`src/rtl/tnc_pkg.sv`:
```
package tnc_pkg;

    typedef enum logic [1:0] {
        MODE_16  = 2'b00,
        MODE_32  = 2'b01,
        MODE_64  = 2'b10,
        MODE_64X = 2'b11
    } tnc_mode_e;

    typedef enum logic [1:0] {
        STAT_NONE     = 2'b00,
        STAT_EXPLICIT = 2'b01,
        STAT_OVERFLOW = 2'b10
    } tnc_status_e;

    typedef enum logic [2:0] {
        OP_IDLE,
        OP_UD,
        OP_GP,
        OP_ABORT_REQ,
        OP_ABORT_OVF,
        OP_BEGIN,
        OP_END,
        OP_END_FLT
    } tnc_op_e;

endpackage

```
`src/rtl/tnc_target.sv`:
```
module tnc_target #(
    parameter int AW = 64,
    parameter int DW = 32
) (
    input  logic [AW-1:0] next_pc,
    input  logic [DW-1:0] disp,
    input  logic [1:0]    mode,
    input  logic          real_mode,
    input  logic [31:0]   cs_limit,
    output logic [AW-1:0] target_masked,
    output logic          gp_viol
);
    import tnc_pkg::*;

    localparam int EXT = AW - DW;

    logic [AW-1:0] raw;
    logic [31:0]   low32;

    always_comb begin
        raw   = next_pc + {{EXT{disp[DW-1]}}, disp};
        low32 = raw[31:0];
        case (tnc_mode_e'(mode))
            MODE_16: target_masked = {{(AW-16){1'b0}}, raw[15:0]};
            MODE_32: target_masked = {{(AW-32){1'b0}}, raw[31:0]};
            default: target_masked = raw;
        endcase
        if (mode[1]) begin
            gp_viol = 1'b0;
        end else if (real_mode) begin
            gp_viol = (low32 > 32'h0000_FFFF);
        end else begin
            gp_viol = (low32 > cs_limit);
        end
    end

endmodule

```
`src/rtl/tnc_op_sel.sv`:
```
module tnc_op_sel #(
    parameter int DEPTH_MAX = 7,
    parameter int DEPTH_W   = 3
) (
    input  logic               begin_req,
    input  logic               end_req,
    input  logic               abort_req,
    input  logic               feat_en,
    input  logic               lock_pfx,
    input  logic               gp_viol,
    input  logic [DEPTH_W-1:0] depth,
    output tnc_pkg::tnc_op_e   op
);
    import tnc_pkg::*;

    logic at_zero;
    logic at_max;

    always_comb begin
        at_zero = (depth == '0);
        at_max  = (depth == DEPTH_W'(DEPTH_MAX));
        if (begin_req && (lock_pfx || !feat_en)) begin
            op = OP_UD;
        end else if (begin_req && gp_viol) begin
            op = OP_GP;
        end else if (abort_req && !at_zero) begin
            op = OP_ABORT_REQ;
        end else if (begin_req && at_max) begin
            op = OP_ABORT_OVF;
        end else if (begin_req) begin
            op = OP_BEGIN;
        end else if (end_req && at_zero) begin
            op = OP_END_FLT;
        end else if (end_req) begin
            op = OP_END;
        end else begin
            op = OP_IDLE;
        end
    end

endmodule

```
`src/rtl/tnc_nest_ctrl.sv`:
```
module tnc_nest_ctrl #(
    parameter int AW        = 64,
    parameter int DW        = 32,
    parameter int DEPTH_MAX = 7,
    parameter int DEPTH_W   = $clog2(DEPTH_MAX + 1)
) (
    input  logic               clk,
    input  logic               rst,
    input  logic               begin_req,
    input  logic               end_req,
    input  logic               abort_req,
    input  logic               feat_en,
    input  logic               lock_pfx,
    input  logic [1:0]         mode,
    input  logic               real_mode,
    input  logic [AW-1:0]      next_pc,
    input  logic [DW-1:0]      disp,
    input  logic [31:0]        cs_limit,
    output logic [DEPTH_W-1:0] depth,
    output logic               active,
    output logic [AW-1:0]      fallback_pc,
    output logic               ud_fault,
    output logic               gp_fault,
    output logic               end_fault,
    output logic               ckpt_pulse,
    output logic               commit_pulse,
    output logic               discard_pulse,
    output logic               redirect_vld,
    output logic [AW-1:0]      redirect_pc,
    output logic [1:0]         status_code
);
    import tnc_pkg::*;

    typedef struct packed {
        logic [DEPTH_W-1:0] depth;
        logic               active;
        logic [AW-1:0]      fallback;
        logic               ud;
        logic               gp;
        logic               efl;
        logic               ckpt;
        logic               commit;
        logic               discard;
        tnc_status_e        status;
    } nest_state_t;

    nest_state_t st_d, st_q;
    tnc_op_e     op;
    logic [AW-1:0] tgt_masked;
    logic          gp_viol;

    tnc_target #(.AW(AW), .DW(DW)) target_i (
        .next_pc       (next_pc),
        .disp          (disp),
        .mode          (mode),
        .real_mode     (real_mode),
        .cs_limit      (cs_limit),
        .target_masked (tgt_masked),
        .gp_viol       (gp_viol)
    );

    tnc_op_sel #(.DEPTH_MAX(DEPTH_MAX), .DEPTH_W(DEPTH_W)) sel_i (
        .begin_req (begin_req),
        .end_req   (end_req),
        .abort_req (abort_req),
        .feat_en   (feat_en),
        .lock_pfx  (lock_pfx),
        .gp_viol   (gp_viol),
        .depth     (st_q.depth),
        .op        (op)
    );

    always_comb begin
        st_d         = st_q;
        st_d.ud      = 1'b0;
        st_d.gp      = 1'b0;
        st_d.efl     = 1'b0;
        st_d.ckpt    = 1'b0;
        st_d.commit  = 1'b0;
        st_d.discard = 1'b0;
        st_d.status  = STAT_NONE;
        case (op)
            OP_UD: st_d.ud = 1'b1;
            OP_GP: st_d.gp = 1'b1;
            OP_ABORT_REQ, OP_ABORT_OVF: begin
                st_d.depth   = '0;
                st_d.active  = 1'b0;
                st_d.discard = 1'b1;
                st_d.status  = (op == OP_ABORT_REQ) ? STAT_EXPLICIT : STAT_OVERFLOW;
            end
            OP_BEGIN: begin
                if (st_q.depth == '0) begin
                    st_d.fallback = tgt_masked;
                    st_d.active   = 1'b1;
                    st_d.ckpt     = 1'b1;
                end
                st_d.depth = st_q.depth + 1'b1;
            end
            OP_END: begin
                st_d.depth = st_q.depth - 1'b1;
                if (st_q.depth == DEPTH_W'(1)) begin
                    st_d.active = 1'b0;
                    st_d.commit = 1'b1;
                end
            end
            OP_END_FLT: st_d.efl = 1'b1;
            default: ;
        endcase
    end

    always_ff @(posedge clk) begin
        if (rst) begin
            st_q <= '0;
        end else begin
            st_q <= st_d;
        end
    end

    assign depth         = st_q.depth;
    assign active        = st_q.active;
    assign fallback_pc   = st_q.fallback;
    assign ud_fault      = st_q.ud;
    assign gp_fault      = st_q.gp;
    assign end_fault     = st_q.efl;
    assign ckpt_pulse    = st_q.ckpt;
    assign commit_pulse  = st_q.commit;
    assign discard_pulse = st_q.discard;
    assign redirect_vld  = st_q.discard;
    assign redirect_pc   = st_q.fallback;
    assign status_code   = st_q.status;

endmodule

```
`config.mk`:
```
export PLATFORM = sky130hd
export DESIGN_NAME = tnc_nest_ctrl
export DESIGN_NICKNAME = d
export VERILOG_FILES = /design/src/rtl/tnc_pkg.sv /design/src/rtl/tnc_target.sv /design/src/rtl/tnc_op_sel.sv /design/src/rtl/tnc_nest_ctrl.sv
export SDC_FILE = /design/constraint.sdc
export NUM_CORES = 1
export LEC_CHECK = 0
export ABC_CLOCK_PERIOD_IN_PS = 8800
export CAP_MARGIN = 30
export CORE_ASPECT_RATIO = 1.4
export CORE_MARGIN = 2
export CORE_UTILIZATION = 45
export DETAILED_ROUTE_END_ITERATION = 8
export PLACE_DENSITY = 0.85
export SLEW_MARGIN = 20
export SYNTH_ARGS = -nofsm -noshare
export SYNTH_HDL_FRONTEND = slang
export SYNTH_HIERARCHICAL = 1
export SYNTH_SLANG_ARGS = --single-unit
```
`constraint.sdc`:
```
create_clock -name clk -period 8.8 [get_ports clk]
set_clock_uncertainty 0.1 [all_clocks]
set_input_delay 2.64 -clock clk [delete_from_list [all_inputs] [get_ports clk]]
set_output_delay 2.64 -clock clk [all_outputs]
set_load 0.02 [all_outputs]
```
==> metrics.md <==
| Metric | Value |
|---|---|
| Run status | `finished, final reports clean` |
| Final ANT Viol Nets | `0` |
| Synthesized Nets | `1443` |
| Die width | `120 um` |
| EDFF count, synth | `0` |
| Nets | `1639` |
| Max reg flops | `64` |
| Critical path required time | `8890 ps` |
| PortBufs | `278` |
| Utilization after layout | `61.3%` |
| Synth top area cells | `dfxtp_1 (18%), ha_1 (14%), a21oi_1 (9.4%)` |
| Library cells used by synthesis | `74` |
| Drt total wl | `29.6 mm` |
| Clock Tree Root | `clkbuf_16` |
| Crit Path Category | `in2reg` |
| Total GRT Usage | `29.0%` |
| FF+latch count, synth | `76` |
| HPWL Detailed | `24.0 mm` |
| Vias in the first global route | `9400` |
| Tcrit/Tclk final | `96.4%` |
| Worst slew pin tran | `950 ps` |
| CP Data Arrival Time | `8570 ps` |
| Final hold slack | `373 ps` |
| Via count | `9540` |
| CTS Sinks | `76` |
| Die height | `167 um` |
| Vias/cell | `5.77` |
| Ys flop type | `dfxtp_1` |
| DRT Pass-1 Iters | `5` |
| WL/cell | `17.9 um` |
| Pleak | `4.66 nW` |
| DR iter-0 viols | `553` |
| RSZ-0062 raised after global routing | `false` |
| Fillers | `1706` |
| CP startpoint kind | `input port` |
| Post-layout min period | `8480 ps` |
| Clk slew on worst S/H paths | `60 ps` |
| Share of layout cells above drive strength 1 | `4.05%` |
| Starting density of the core | `45.9%` |
| FMAX | `0.118 GHz` |
| Largest net degree at the start of global routing | `74` |
| Post-synth top area share | `17.8%` |
| Row cnt | `59` |
| Max clock buf depth | `2` |
| Global route overflow | `0` |
| Worst vdd ir | `0.0000859 V` |
| Initial antenna violation count | `1` |
| Area Growth Syn to Fin | `33.5%` |
| Asr flop ratio synth | `0%` |
| R2R Setup Slk | `6370 ps` |
| CP endpoint kind | `flip-flop` |
| Slew Viols, Final | `0` |
| Power density over cell area | `131 nW/um2` |
| CTS Buf Count | `9` |
| Die area | `20100 um2` |
| HP Class | `reg2reg` |
| I/O pin cnt | `279` |
| CP Max Fanout | `31` |
| Htree depth | `3` |
| Max Cap Violations | `0` |
| Post-synthesis cell count | `1207` |
| Post-synth top area cell | `dfxtp_1` |
| Register area | `1520 um2` |
| Final Wtd Congestion | `1.02` |
| Synthesized area per cell | `7.08 um2` |
| TritonCTS clock tree | `done` |
| YS warnings | `6` |
| First-pass GRT wire length | `47.2 mm` |
| DRC viols | `0` |
| Max-slew headroom | `35.1%` |
| Clock latency at the later pin of the worst-skew pair | `350 ps` |
| Post-synthesis sequential area ratio | `17.8%` |
| Final Setup Violations | `0` |
| Final hold violations | `0` |
| Core box area | `18600 um2` |
| Area of the multi-input gates | `6060 um2` |
| Mapped cell area | `8550 um2` |
-- through the flow --
step	total power [mW]	worst slack [ps]	area (um2)	instances	TNS [ps]
global placement	1.09	203	11100	1635	0
floorplan	0.858	1190	8550	1207	0
global route	1.59	19.7	11400	1653	0
CTS	1.49	266	11400	1651	0
detailed placement	1.10	-54.6	11100	1635	-701
finish	1.50	317	11400	1653	0
-- layer usage --
layer | up-vias | global-route usage, % | part of all wire (%)
li1 | 4599 | - | -
met1 | 4393 | 29.7 | 36
met2 | 437 | 54.3 | 52
met3 | 111 | 4.90 | 6.5
met4 | 0 | 16.8 | 6.0
met5 | - | 0 | 0
-- cell usage in the layout, fill, tap and decap left out, drive strengths merged, types with 16 or more instances in the layout --
cell type | Yosys | layout
dfxtp | 76 | 76
inv | 68 | 70
clkdlybuf4s50 | 0 | 277
a21oi | 162 | 162
a21o | 46 | 46
xnor2 | 28 | 28
nand2b | 16 | 16
nand2 | 198 | 198
nand4 | 23 | 23
o21ai | 43 | 43
xor2 | 20 | 20
buf | 81 | 21
ha | 97 | 97
nor2 | 90 | 90
nand3 | 24 | 24
nor3 | 22 | 22
-- cell type report --
type | count | share of cell area [%]
clock inverters | 6 | 0.625
repair buffers | 298 | 25.9
inverters | 69 | 2.27
clock buffers | 10 | 2.09
diodes | 1 | 0.0219
flip-flops and latches | 76 | 13.3
multi-input cells | 949 | 53.1
well taps | 244 | 2.68
-- worst max-delay path: stages --
cell,delay [ps]
clkdlybuf4s50_1,410
ha_1,380
a21o_1,210
a21oi_1,280
nand2_1,140
a31oi_1,280
o21ai_0,150
xor2_1,180
ha_1,310
a21o_1,190
a21o_1,170
a21o_1,170
a21o_1,170
a211o_1,290
a221oi_1,560
o31ai_1,160
o31ai_1,260
a21oi_1,90
inv_1,120
nand2_1,60
a31oi_1,230
nand2_1,130
or3_2,510
buf_4,260
nand2_1,120
a21oi_1,70
-- where the power goes --
group	internal (mW)	switching, mW	leakage (nW)
Sequential	0.362	0.0177	0.615
Combinational	0.322	0.409	3.90
Clock	0.230	0.160	0.146
-- logic make-up after synthesis --
group	Yosys count	share of synthesized area [%]
muxes	7	0.820
buffers and inverters	182	11.7
AOI/OAI and AO/OA	358	26.6
xor gates and xnor gates	49	5.18
DFF	76	17.8
adders and majority gates	99	14.6
and+or+nand+nor	436	23.3
-- what timing repair did --
action / in CTS / in global routing
setup buffers: 0 / 1
hold buffers: 0 / 0
gates resized for setup: 0 / 3
setup endpoints to repair: 0 / 66
-- cells in the mapped netlist (5+ instances only) --
master,count
clkbuf_1,32
nand4_1,23
o21bai_1,13
xor2_1,20
a211oi_1,8
o21a_1,8
nor2_1,90
mux2i_1,7
nor3_1,22
a31oi_1,9
nor2b_1,15
o31ai_1,8
inv_1,68
o211ai_1,8
o21ai_0,33
nand3_1,23
dfxtp_1,76
nand2b_1,16
buf_6,5
xnor2_1,28
o21ai_1,10
or3_1,13
nor4_1,9
nand2_1,198
ha_1,97
buf_4,72
a21o_1,46
a21oi_1,161
-- path summary, 6_finish.rpt --
path	start	to	cells after the start
max reg2reg	depth[0]	fallback_pc[9]	8
min	fallback_pc[13]	fallback_pc[13]	2
min reg2reg	fallback_pc[13]	fallback_pc[13]	2
max	next_pc[3]	fallback_pc[9]	26
No activity file was read; power rests on OpenSTA's default activity.
